### src/rtl/chain_dma_pkg.sv
package chain_dma_pkg;
   typedef enum logic [2:0] {
      ST_IDLE       = 3'd0,
      ST_FETCH_HDR  = 3'd1,
      ST_FETCH_WORD = 3'd2,
      ST_PUSH_WORD  = 3'd3,
      ST_NEXT       = 3'd4,
      ST_DONE       = 3'd5
   } walk_state_e;
endpackage

### src/rtl/chain_hdr_split.sv
module chain_hdr_split #(
   parameter int DATA_W = 32,
   parameter int CNT_W  = 8,
   parameter int PTR_W  = 24
) (
   input  logic [DATA_W-1:0] hdr_word,
   output logic [CNT_W-1:0]  hdr_count,
   output logic [PTR_W-1:0]  hdr_link,
   output logic              hdr_last
);
   // count sits in the top bits, link in the bottom bits
   assign hdr_count = hdr_word[DATA_W-1 -: CNT_W];
   assign hdr_link  = hdr_word[PTR_W-1:0];
   assign hdr_last  = (hdr_link == {PTR_W{1'b1}});
endmodule

### src/rtl/chain_addr_step.sv
module chain_addr_step #(
   parameter int                ADDR_W     = 24,
   parameter logic [ADDR_W-1:0] WIN_MASK   = 24'h1FFFFC,
   parameter int                STEP_BYTES = 4
) (
   input  logic [ADDR_W-1:0] cur_addr,
   input  logic              down,
   output logic [ADDR_W-1:0] nxt_addr
);
   localparam logic [ADDR_W-1:0] STEP     = ADDR_W'(STEP_BYTES);
   localparam bit                FULL_WIN = (WIN_MASK == {ADDR_W{1'b1}});

   logic [ADDR_W-1:0] raw;
   assign raw = down ? (cur_addr - STEP) : (cur_addr + STEP);

   generate
      if (FULL_WIN) begin : g_plain
         assign nxt_addr = raw;
      end else begin : g_window
         assign nxt_addr = raw & WIN_MASK;
      end
   endgenerate
endmodule

### src/rtl/chain_push_count.sv
module chain_push_count #(
   parameter int CNT_OUT_W = 16,
   parameter bit SATURATE  = 1'b1
) (
   input  logic                 clk,
   input  logic                 rst_n,
   input  logic                 clear,
   input  logic                 inc,
   output logic [CNT_OUT_W-1:0] count
);
   logic at_max;
   assign at_max = (count == {CNT_OUT_W{1'b1}});

   logic do_inc;
   generate
      if (SATURATE) begin : g_sat
         assign do_inc = inc && !at_max;
      end else begin : g_wrap
         assign do_inc = inc;
      end
   endgenerate

   always_ff @(posedge clk or negedge rst_n) begin
      if (!rst_n) begin
         count <= '0;
      end else if (clear) begin
         count <= '0;
      end else if (do_inc) begin
         count <= count + 1'b1;
      end
   end
endmodule

### src/rtl/chain_walk_fsm.sv
module chain_walk_fsm
   import chain_dma_pkg::*;
#(
   parameter int DATA_W = 32,
   parameter int CNT_W  = 8,
   parameter int ADDR_W = 24
) (
   input  logic              clk,
   input  logic              rst_n,
   input  logic              start,
   input  logic [ADDR_W-1:0] start_addr,
   input  logic              step_down,
   output logic              rd_req_valid,
   input  logic              rd_req_ready,
   output logic [ADDR_W-1:0] rd_addr,
   input  logic              rd_rsp_valid,
   input  logic [DATA_W-1:0] rd_rsp_data,
   output logic              dev_valid,
   input  logic              dev_ready,
   output logic [DATA_W-1:0] dev_data,
   output logic              busy,
   output logic              done,
   input  logic [CNT_W-1:0]  hdr_count,
   input  logic [ADDR_W-1:0] hdr_link,
   input  logic              hdr_last,
   output logic [ADDR_W-1:0] cur_addr,
   output logic              down,
   input  logic [ADDR_W-1:0] step_addr,
   output logic              start_take,
   output logic              push_fire
);
   walk_state_e       state;
   logic              req_sent;
   logic [ADDR_W-1:0] hdr_addr_q;
   logic [ADDR_W-1:0] link_q;
   logic              last_q;
   logic [CNT_W-1:0]  remain_q;
   logic [DATA_W-1:0] data_q;

   logic fetching;
   logic req_fire;
   logic rsp_take;

   assign fetching   = (state == ST_FETCH_HDR) || (state == ST_FETCH_WORD);
   assign rd_req_valid = fetching && !req_sent;
   assign rd_addr    = (state == ST_FETCH_WORD) ? step_addr : hdr_addr_q;
   assign req_fire   = rd_req_valid && rd_req_ready;
   assign rsp_take   = fetching && req_sent && rd_rsp_valid;

   assign dev_valid  = (state == ST_PUSH_WORD);
   assign dev_data   = data_q;
   assign push_fire  = dev_valid && dev_ready;

   assign busy       = (state != ST_IDLE);
   assign done       = (state == ST_DONE);
   assign start_take = (state == ST_IDLE) && start;

   always_ff @(posedge clk or negedge rst_n) begin
      if (!rst_n) begin
         state      <= ST_IDLE;
         req_sent   <= 1'b0;
         hdr_addr_q <= '0;
         cur_addr   <= '0;
         link_q     <= '0;
         last_q     <= 1'b0;
         remain_q   <= '0;
         data_q     <= '0;
         down       <= 1'b0;
      end else begin
         unique case (state)
            ST_IDLE: begin
               if (start) begin
                  hdr_addr_q <= start_addr;
                  down       <= step_down;
                  req_sent   <= 1'b0;
                  state      <= ST_FETCH_HDR;
               end
            end
            ST_FETCH_HDR: begin
               if (req_fire) begin
                  req_sent <= 1'b1;
               end
               if (rsp_take) begin
                  req_sent <= 1'b0;
                  cur_addr <= hdr_addr_q;
                  link_q   <= hdr_link;
                  last_q   <= hdr_last;
                  remain_q <= hdr_count;
                  state    <= (hdr_count == '0) ? ST_NEXT : ST_FETCH_WORD;
               end
            end
            ST_FETCH_WORD: begin
               if (req_fire) begin
                  req_sent <= 1'b1;
                  cur_addr <= step_addr;
               end
               if (rsp_take) begin
                  req_sent <= 1'b0;
                  data_q   <= rd_rsp_data;
                  state    <= ST_PUSH_WORD;
               end
            end
            ST_PUSH_WORD: begin
               if (dev_ready) begin
                  remain_q <= remain_q - 1'b1;
                  state    <= (remain_q == CNT_W'(1)) ? ST_NEXT : ST_FETCH_WORD;
               end
            end
            ST_NEXT: begin
               if (last_q) begin
                  state <= ST_DONE;
               end else begin
                  hdr_addr_q <= link_q;
                  state      <= ST_FETCH_HDR;
               end
            end
            ST_DONE: begin
               state <= ST_IDLE;
            end
            default: begin
               state <= ST_IDLE;
            end
         endcase
      end
   end
endmodule

### src/rtl/chain_dma_walker.sv
module chain_dma_walker #(
   parameter int                DATA_W     = 32,
   parameter int                CNT_W      = 8,
   parameter int                ADDR_W     = 24,
   parameter logic [ADDR_W-1:0] WIN_MASK   = 24'h1FFFFC,
   parameter int                STEP_BYTES = 4,
   parameter int                PUSH_CNT_W = 16,
   parameter bit                PUSH_SAT   = 1'b1
) (
   input  logic                  clk,
   input  logic                  rst_n,
   input  logic                  start,
   input  logic [ADDR_W-1:0]     start_addr,
   input  logic                  step_down,
   output logic                  rd_req_valid,
   input  logic                  rd_req_ready,
   output logic [ADDR_W-1:0]     rd_addr,
   input  logic                  rd_rsp_valid,
   input  logic [DATA_W-1:0]     rd_rsp_data,
   output logic                  dev_valid,
   input  logic                  dev_ready,
   output logic [DATA_W-1:0]     dev_data,
   output logic                  busy,
   output logic                  done,
   output logic [PUSH_CNT_W-1:0] words_pushed
);
   localparam int ALIGN_BITS = $clog2(STEP_BYTES);

   generate
      if (CNT_W + ADDR_W != DATA_W) begin : g_bad_split
         $error("header count and link widths must fill the data word");
      end
      if ((1 << ALIGN_BITS) != STEP_BYTES) begin : g_bad_step
         $error("STEP_BYTES must be a power of two");
      end
      if (WIN_MASK[ALIGN_BITS-1:0] != '0) begin : g_bad_mask
         $error("WIN_MASK must clear the word offset bits");
      end
      if (PUSH_CNT_W < 1) begin : g_bad_cnt
         $error("PUSH_CNT_W must be positive");
      end
   endgenerate

   logic [CNT_W-1:0]  hdr_count;
   logic [ADDR_W-1:0] hdr_link;
   logic              hdr_last;
   logic [ADDR_W-1:0] cur_addr;
   logic [ADDR_W-1:0] step_addr;
   logic              down;
   logic              start_take;
   logic              push_fire;

   chain_hdr_split #(
      .DATA_W (DATA_W),
      .CNT_W  (CNT_W),
      .PTR_W  (ADDR_W)
   ) u_split (
      .hdr_word  (rd_rsp_data),
      .hdr_count (hdr_count),
      .hdr_link  (hdr_link),
      .hdr_last  (hdr_last)
   );

   chain_addr_step #(
      .ADDR_W     (ADDR_W),
      .WIN_MASK   (WIN_MASK),
      .STEP_BYTES (STEP_BYTES)
   ) u_step (
      .cur_addr (cur_addr),
      .down     (down),
      .nxt_addr (step_addr)
   );

   chain_walk_fsm #(
      .DATA_W (DATA_W),
      .CNT_W  (CNT_W),
      .ADDR_W (ADDR_W)
   ) u_fsm (
      .clk          (clk),
      .rst_n        (rst_n),
      .start        (start),
      .start_addr   (start_addr),
      .step_down    (step_down),
      .rd_req_valid (rd_req_valid),
      .rd_req_ready (rd_req_ready),
      .rd_addr      (rd_addr),
      .rd_rsp_valid (rd_rsp_valid),
      .rd_rsp_data  (rd_rsp_data),
      .dev_valid    (dev_valid),
      .dev_ready    (dev_ready),
      .dev_data     (dev_data),
      .busy         (busy),
      .done         (done),
      .hdr_count    (hdr_count),
      .hdr_link     (hdr_link),
      .hdr_last     (hdr_last),
      .cur_addr     (cur_addr),
      .down         (down),
      .step_addr    (step_addr),
      .start_take   (start_take),
      .push_fire    (push_fire)
   );

   chain_push_count #(
      .CNT_OUT_W (PUSH_CNT_W),
      .SATURATE  (PUSH_SAT)
   ) u_count (
      .clk   (clk),
      .rst_n (rst_n),
      .clear (start_take),
      .inc   (push_fire),
      .count (words_pushed)
   );
endmodule

### config.mk
export PLATFORM = sky130hd
export DESIGN_NAME = chain_dma_walker
export DESIGN_NICKNAME = d
export VERILOG_FILES = /design/src/rtl/chain_dma_pkg.sv /design/src/rtl/chain_hdr_split.sv /design/src/rtl/chain_addr_step.sv /design/src/rtl/chain_push_count.sv /design/src/rtl/chain_walk_fsm.sv /design/src/rtl/chain_dma_walker.sv
export SDC_FILE = /design/constraint.sdc
export NUM_CORES = 1
export LEC_CHECK = 0
export BUFFER_PORTS_ARGS = -buffer_cell sky130_fd_sc_hd__buf_4
export CORE_AREA = 2 2 116 140
export CTS_BUF_LIST = sky130_fd_sc_hd__clkbuf_16
export CTS_CLUSTER_DIAMETER = 100
export DETAILED_ROUTE_END_ITERATION = 16
export DIE_AREA = 0 0 118 142
export PLACE_DENSITY = 0.76
export SYNTH_ARGS = -nofsm -noshare
export SYNTH_HDL_FRONTEND = slang
export SYNTH_SLANG_ARGS = --single-unit
### constraint.sdc
create_clock -name clk -period 3.9 [get_ports clk]
set_input_delay 0.39 -clock clk [delete_from_list [all_inputs] [get_ports clk]]
set_output_delay 0.39 -clock clk [all_outputs]
set_load 0.02 [all_outputs]
## Word level (Yosys, flattened, before mapping)

Index checks and enable logic that the tools add are counted.

- Flip-flop bits (word level): 131
- Bits of input ports: 63
- Logic and storage cells: 81

- $add $sub $neg: 4
- Equality and inequality tests: 15
- Muxes and demuxes: 25
- Reduce and logical (&&, ||, !) cells: 27

Operators with widths:

| cell | number |
|---|---|
| 2-to-1 mux 24 bit | 3 |
| 2-to-1 mux 21 bit | 3 |
| case mux 24 bit (2 select lines) | 1 |
| case mux 21 bit (2 select lines) | 1 |
| 2-to-1 mux 16 bit | 2 |
| == test 24 bit (second input constant) | 1 |
| adder 21 x 3 -> 21 bit (second input constant) | 1 |
| 2-to-1 mux 3 bit | 7 |
| subtractor 21 x 3 -> 21 bit (second input constant) | 1 |
| adder 16 x 1 -> 16 bit (second input constant) | 1 |
| == test 16 bit (second input constant) | 1 |
| 2-to-1 mux 8 bit | 2 |
| case mux 8 bit (2 select lines) | 1 |
| case mux 3 bit (5 select lines) | 1 |
| AND reduction 3 bit | 4 |
| nonzero test 2 bit | 5 |
| == test 8 x 1 -> 1 bit (second input constant) | 1 |
| zero test 8 bit | 1 |
| subtractor 8 x 1 -> 8 bit (second input constant) | 1 |
| logical AND 1 bit | 7 |
| == test 3 x 2 -> 1 bit (second input constant) | 2 |
| == test 3 bit (second input constant) | 2 |
| inequality test 2 x 1 -> 1 bit (second input constant) | 3 |
| inequality test 2 bit (second input constant) | 3 |
| 11 further kinds | 16 |

## Depth between registers and ports, before layout

- Depth after elaboration: 7
- Gate-level depth with buffers: 9

## By module

A second synthesis with hierarchy kept.

- Cell total of the unflattened synthesis: 679
- Area, all modules: 7408.4 µm²

By module, submodules not included:

| module | times used | cells an instance | area each (µm²) | seq. area each (µm²) |
|---|---|---|---|---|
| chain_walk_fsm | 1 | 416 | 5277.6 | 2952.8 |
| chain_push_count | 1 | 103 | 980.9 | 400.4 |
| chain_addr_step | 1 | 120 | 854.6 | 0.0 |
| chain_hdr_split | 1 | 40 | 295.3 | 0.0 |

## Least setup slack after synthesis

Ideal clock, no wire load.

- Kind: reg-to-output
- From: reg u_fsm.down
- To: out rd_addr[12]
- Data arrival time: 2.564 ns
- Data required time: 3.510 ns
- Slack: 0.946 ns
- Cell stages (with the launch flop): 10
- Path buffers: 0
- Path through: dfrtp_1 -> inv_1 -> fa_1 -> nor2b_1 -> o2111ai_1 -> a21oi_2 -> nor3_1 -> o21bai_1 -> xnor2_1 -> o21ai_0

- Cells in the longest elaborated chain, start to end: 2

RTL lines:

| what | RTL line | text |
|---|---|---|
| from (decl) | chain_walk_fsm.sv:27 | `output logic down,` |
| from (signal assigned) | chain_walk_fsm.sv:74 | `down <= step_down;` |
| 2-to-1 mux 21 bit | chain_addr_step.sv:14 | `assign raw = down ? (cur_addr - STEP) : (cur_addr + STEP);` |
| 2-to-1 mux 24 bit | chain_walk_fsm.sv:46 | `assign rd_addr = (state == ST_FETCH_WORD) ? step_addr : hdr_addr_q;` |
| to (decl) | chain_dma_walker.sv:17 | `output logic [ADDR_W-1:0] rd_addr,` |

No other way between the ends.

## Worst setup path in the final report

- From: reg u_fsm.down
- To: out rd_addr[20]

Same word-level chain as after synthesis.

==> metrics.md <==
| Metric | Value |
|---|---|
| Run status | finished clean |
| Number of DRC markers in iteration 0 | around 220 |
| Max frequency | 283 MHz |
| DRC violations left | 0 |
| Gate Count Post-Synth | 706 |
| Number of placed instances, taps included | 1,028 |
| Synth Warn # | 0 |
| Post-route worst hold slack | 51.2 ps |
| Path class of the lowest-slack min-delay path | in -> async |
| Bufs on Longest Clock Path | 2 |
| GRT Overall Usage | 0.199 |
| Cell area after placement | 8030 sq um |
| Transition time at the pin with the least slew margin | approximately 1000 ps |
| Sum of routed wire length over all layers | 16,500 microns |
| Number of cell rows | 50 |
| Leakage power summed over all cells | 4.14 nW |
| Starting density of the core | 0.439 |
| Number of I/O pins | ~140 |
| Per-instance average area after synthesis | about 9.6 sq um |
| PortBufs | 138 |
| Ratio of total power to cell area | 928 nW/um^2 |
| Total CTS buffers | 17 |
| Post-Syn Area | slightly below 7000 sq um |
| Largest fanout of any net on the critical path | 22 |
| Post-route cell area | between 8000 and 9000 sq um |
| CP Data Required Time | roughly 3500 ps |
| Number of nets in the finished design | just over 900 |
| Clock insertion delay at the later pin of the skew report | ~410 ps |
| Net count after synthesis | 790 |
| Worst slew margin relative to its limit | 0.349 |
| Proportion of layout cells with a drive suffix above 1 | 0.285 |
| Slew Viols, Final | 0 |
| First-pass detailed-route iteration total | 5 |
| Final number of setup-violating endpoints | 0 |
| Final min period | 3540 ps |
| Placeable Area | 15,500 sq um |
| Detailed-route via count | 5,597 |
| Largest net degree at the start of global routing | 71 |
| Kind of start point of the critical path | register |
| Worst setup EP type | output pin |
| Worst clock skew on the final layout | 7.37 ps |
| Clock-pin transition on the worst setup and hold timing paths | about 60 ps |
| Area of the die | 16,800 sq um |
| Setup TNS after final layout | 0 ps |
| Leading cell types in the layout, fill and taps excluded | sky130_fd_sc_hd__nand2_1, sky130_fd_sc_hd__buf_4, sky130_fd_sc_hd__dfrtp_1, sky130_fd_sc_hd__o21ai_0, sky130_fd_sc_hd__nor2_1 |
| Number of synthesized register bits | 129 |
| H-tree lvl count | 4 |
| Remaining global-route overflow | 0 |
| Average via count per standard cell | ~5.3 |
| Routability cong. | ~0.85 |
| Async set-reset flop share out of synthesis | 1.00 |
| Height of the chip | 142 microns |
| Number of distinct standard cells referenced by the synthesized netlist | between 50 and 60 |
| Number of enable-type register cells in the synthesized netlist | 0 |
| Final hold violation count | 0 |
| Non-filler cells, final | 1,060 |
| Peak supply drop | 580 uV |
| Clk sinks | 129 |
| Post-DP HPWL | 11,800 microns |
| Unrepaired setup endpoints after global routing | no |
| Clock tree from TritonCTS | done |
| Post-synth top flop | sky130_fd_sc_hd__dfrtp_1 |
| Width of the chip | around 120 microns |
| Number of buffers inserted to repair setup after CTS | 0 |
| Final Util | 0.559 |
| Endpoint arrival time on the critical path | 3150 ps |
| Maximum Capacitance Violations | 0 |
| Minimum setup slack among reg-to-reg paths | approximately 1200 ps |
| Worst slack at placement | 533 ps |
| Most frequent standard cell in the layout excluding fill and tap cells | sky130_fd_sc_hd__nand2_1 |
| Number of antenna diodes | 0 |
| P&R area growth vs syn | 27.4% |
| Design Power | around 8.0 mW |
| Start-to-end type of the worst setup path | reg -> out |
| Final cycle utilization of the critical path | 0.907 |
| Least setup slack across all paths after layout | about 360 ps |
| Detailed-route wire length per cell | 15.5 microns |
| Initial antenna violation count | 0 |
| Clock tree root buffer cell | sky130_fd_sc_hd__clkbuf_16 |
| Via count of the first global-routing pass | 5,484 |
| Final antenna-violating net count | 0 |
| Sequential fraction of the synthesis area | 0.476 |
| Wire length of the first global-routing pass | 27,200 microns |
## what timing repair did
action	in CTS	in global routing
endpoints found under the setup margin	0	5
hold buffers	0	0
resized for setup	0	1
## final cells by class
class	count	area, sq um
clock buffer	17	425
clock inverter	15	185
fill	1377	6810
inverter	13	48.8
multi-input combinational	532	3380
sequential	129	3230
tap	208	260
timing repair buffer	146	1110
## flip-flops by register name (all words and copies together) (netlist names)
register and cells:
u_fsm.dev_data 32, u_fsm.req_sent 1, u_fsm.last_q 1, u_fsm.down 1, u_count.count 16, u_fsm.cur_addr 19, u_fsm.hdr_addr_q 24, u_fsm.link_q 24
u_fsm.remain_q 8, u_fsm.state 3
## cell usage after synthesis (all sizes together) (4+ instances only)
library cell | count | share of area
a21oi | 28 | 0.023
ha | 20 | 0.037
o21a | 4 | 0.0044
xor2 | 14 | 0.018
nand4 | 14 | 0.013
nand2b | 4 | 0.0037
clkbuf | 16 | 0.0089
xnor2 | 11 | 0.014
mux2i | 30 | 0.044
inv | 13 | 0.0072
nand3 | 12 | 0.0089
dfrtp | 129 | 0.48
nor3 | 10 | 0.0081
and2 | 11 | 0.011
a21o | 11 | 0.012
a22oi | 4 | 0.0044
nand2 | 150 | 0.083
nor4 | 5 | 0.0046
mux2 | 45 | 0.075
a31oi | 12 | 0.012
buf | 16 | 0.013
nor2 | 51 | 0.028
o21ai | 56 | 0.041
and3 | 7 | 0.0076
## cell families after synthesis
family | Yosys count | share of synthesized area
AND/OR/NAND/NOR | 273 | 0.178
AO/OA/AOI/OAI | 138 | 0.127
flip-flops | 129 | 0.476
multiplexers | 75 | 0.119
buffers and inverters | 45 | 0.0288
XOR/XNOR | 25 | 0.0323
adder cells (fa/ha/maj) | 21 | 0.0398
## layer usage
metal,track usage,wire (microns),vias to the layer above
li1,-,-,2734
met1,0.265,7360,2714
met2,0.330,8110,134
met3,0.0425,753,15
met4,0.0545,243,0
met5,0,0,-
## worst max-delay path, stage by stage, from the launching register on
cell and delay (ps):
sky130_fd_sc_hd__dfrtp_2 640, sky130_fd_sc_hd__inv_1 120, sky130_fd_sc_hd__fa_1 430, sky130_fd_sc_hd__nor2b_1 160, sky130_fd_sc_hd__o2111ai_1 160, sky130_fd_sc_hd__a21oi_2 330, sky130_fd_sc_hd__a2111oi_2 130, sky130_fd_sc_hd__a211oi_2 260
sky130_fd_sc_hd__xnor2_1 100, sky130_fd_sc_hd__a21oi_1 230, sky130_fd_sc_hd__buf_4 180
## where the power goes
part           switching (mW)  internal, mW  total, mW
clock network           0.666         0.976       1.64
registers               0.429          1.93       2.35
logic                    2.27          1.75       4.02
total                    3.36          4.65       8.02
## path summary, 6_finish.rpt
check / from / end / depth (start not counted)
max reg2reg: u_fsm.down / u_fsm.cur_addr[10] / 9
min reg2reg: u_fsm.hdr_addr_q[0] / u_fsm.hdr_addr_q[0] / 2
min in group clk: rd_rsp_data[8] / u_fsm.link_q[8] / 3
min: rst_n / u_fsm.dev_data[20] / 1
max: u_fsm.down / rd_addr[20] / 10
max in group asynchronous: rst_n / u_fsm.down / 2
Note: power is estimated with default switching activity, not from simulation.
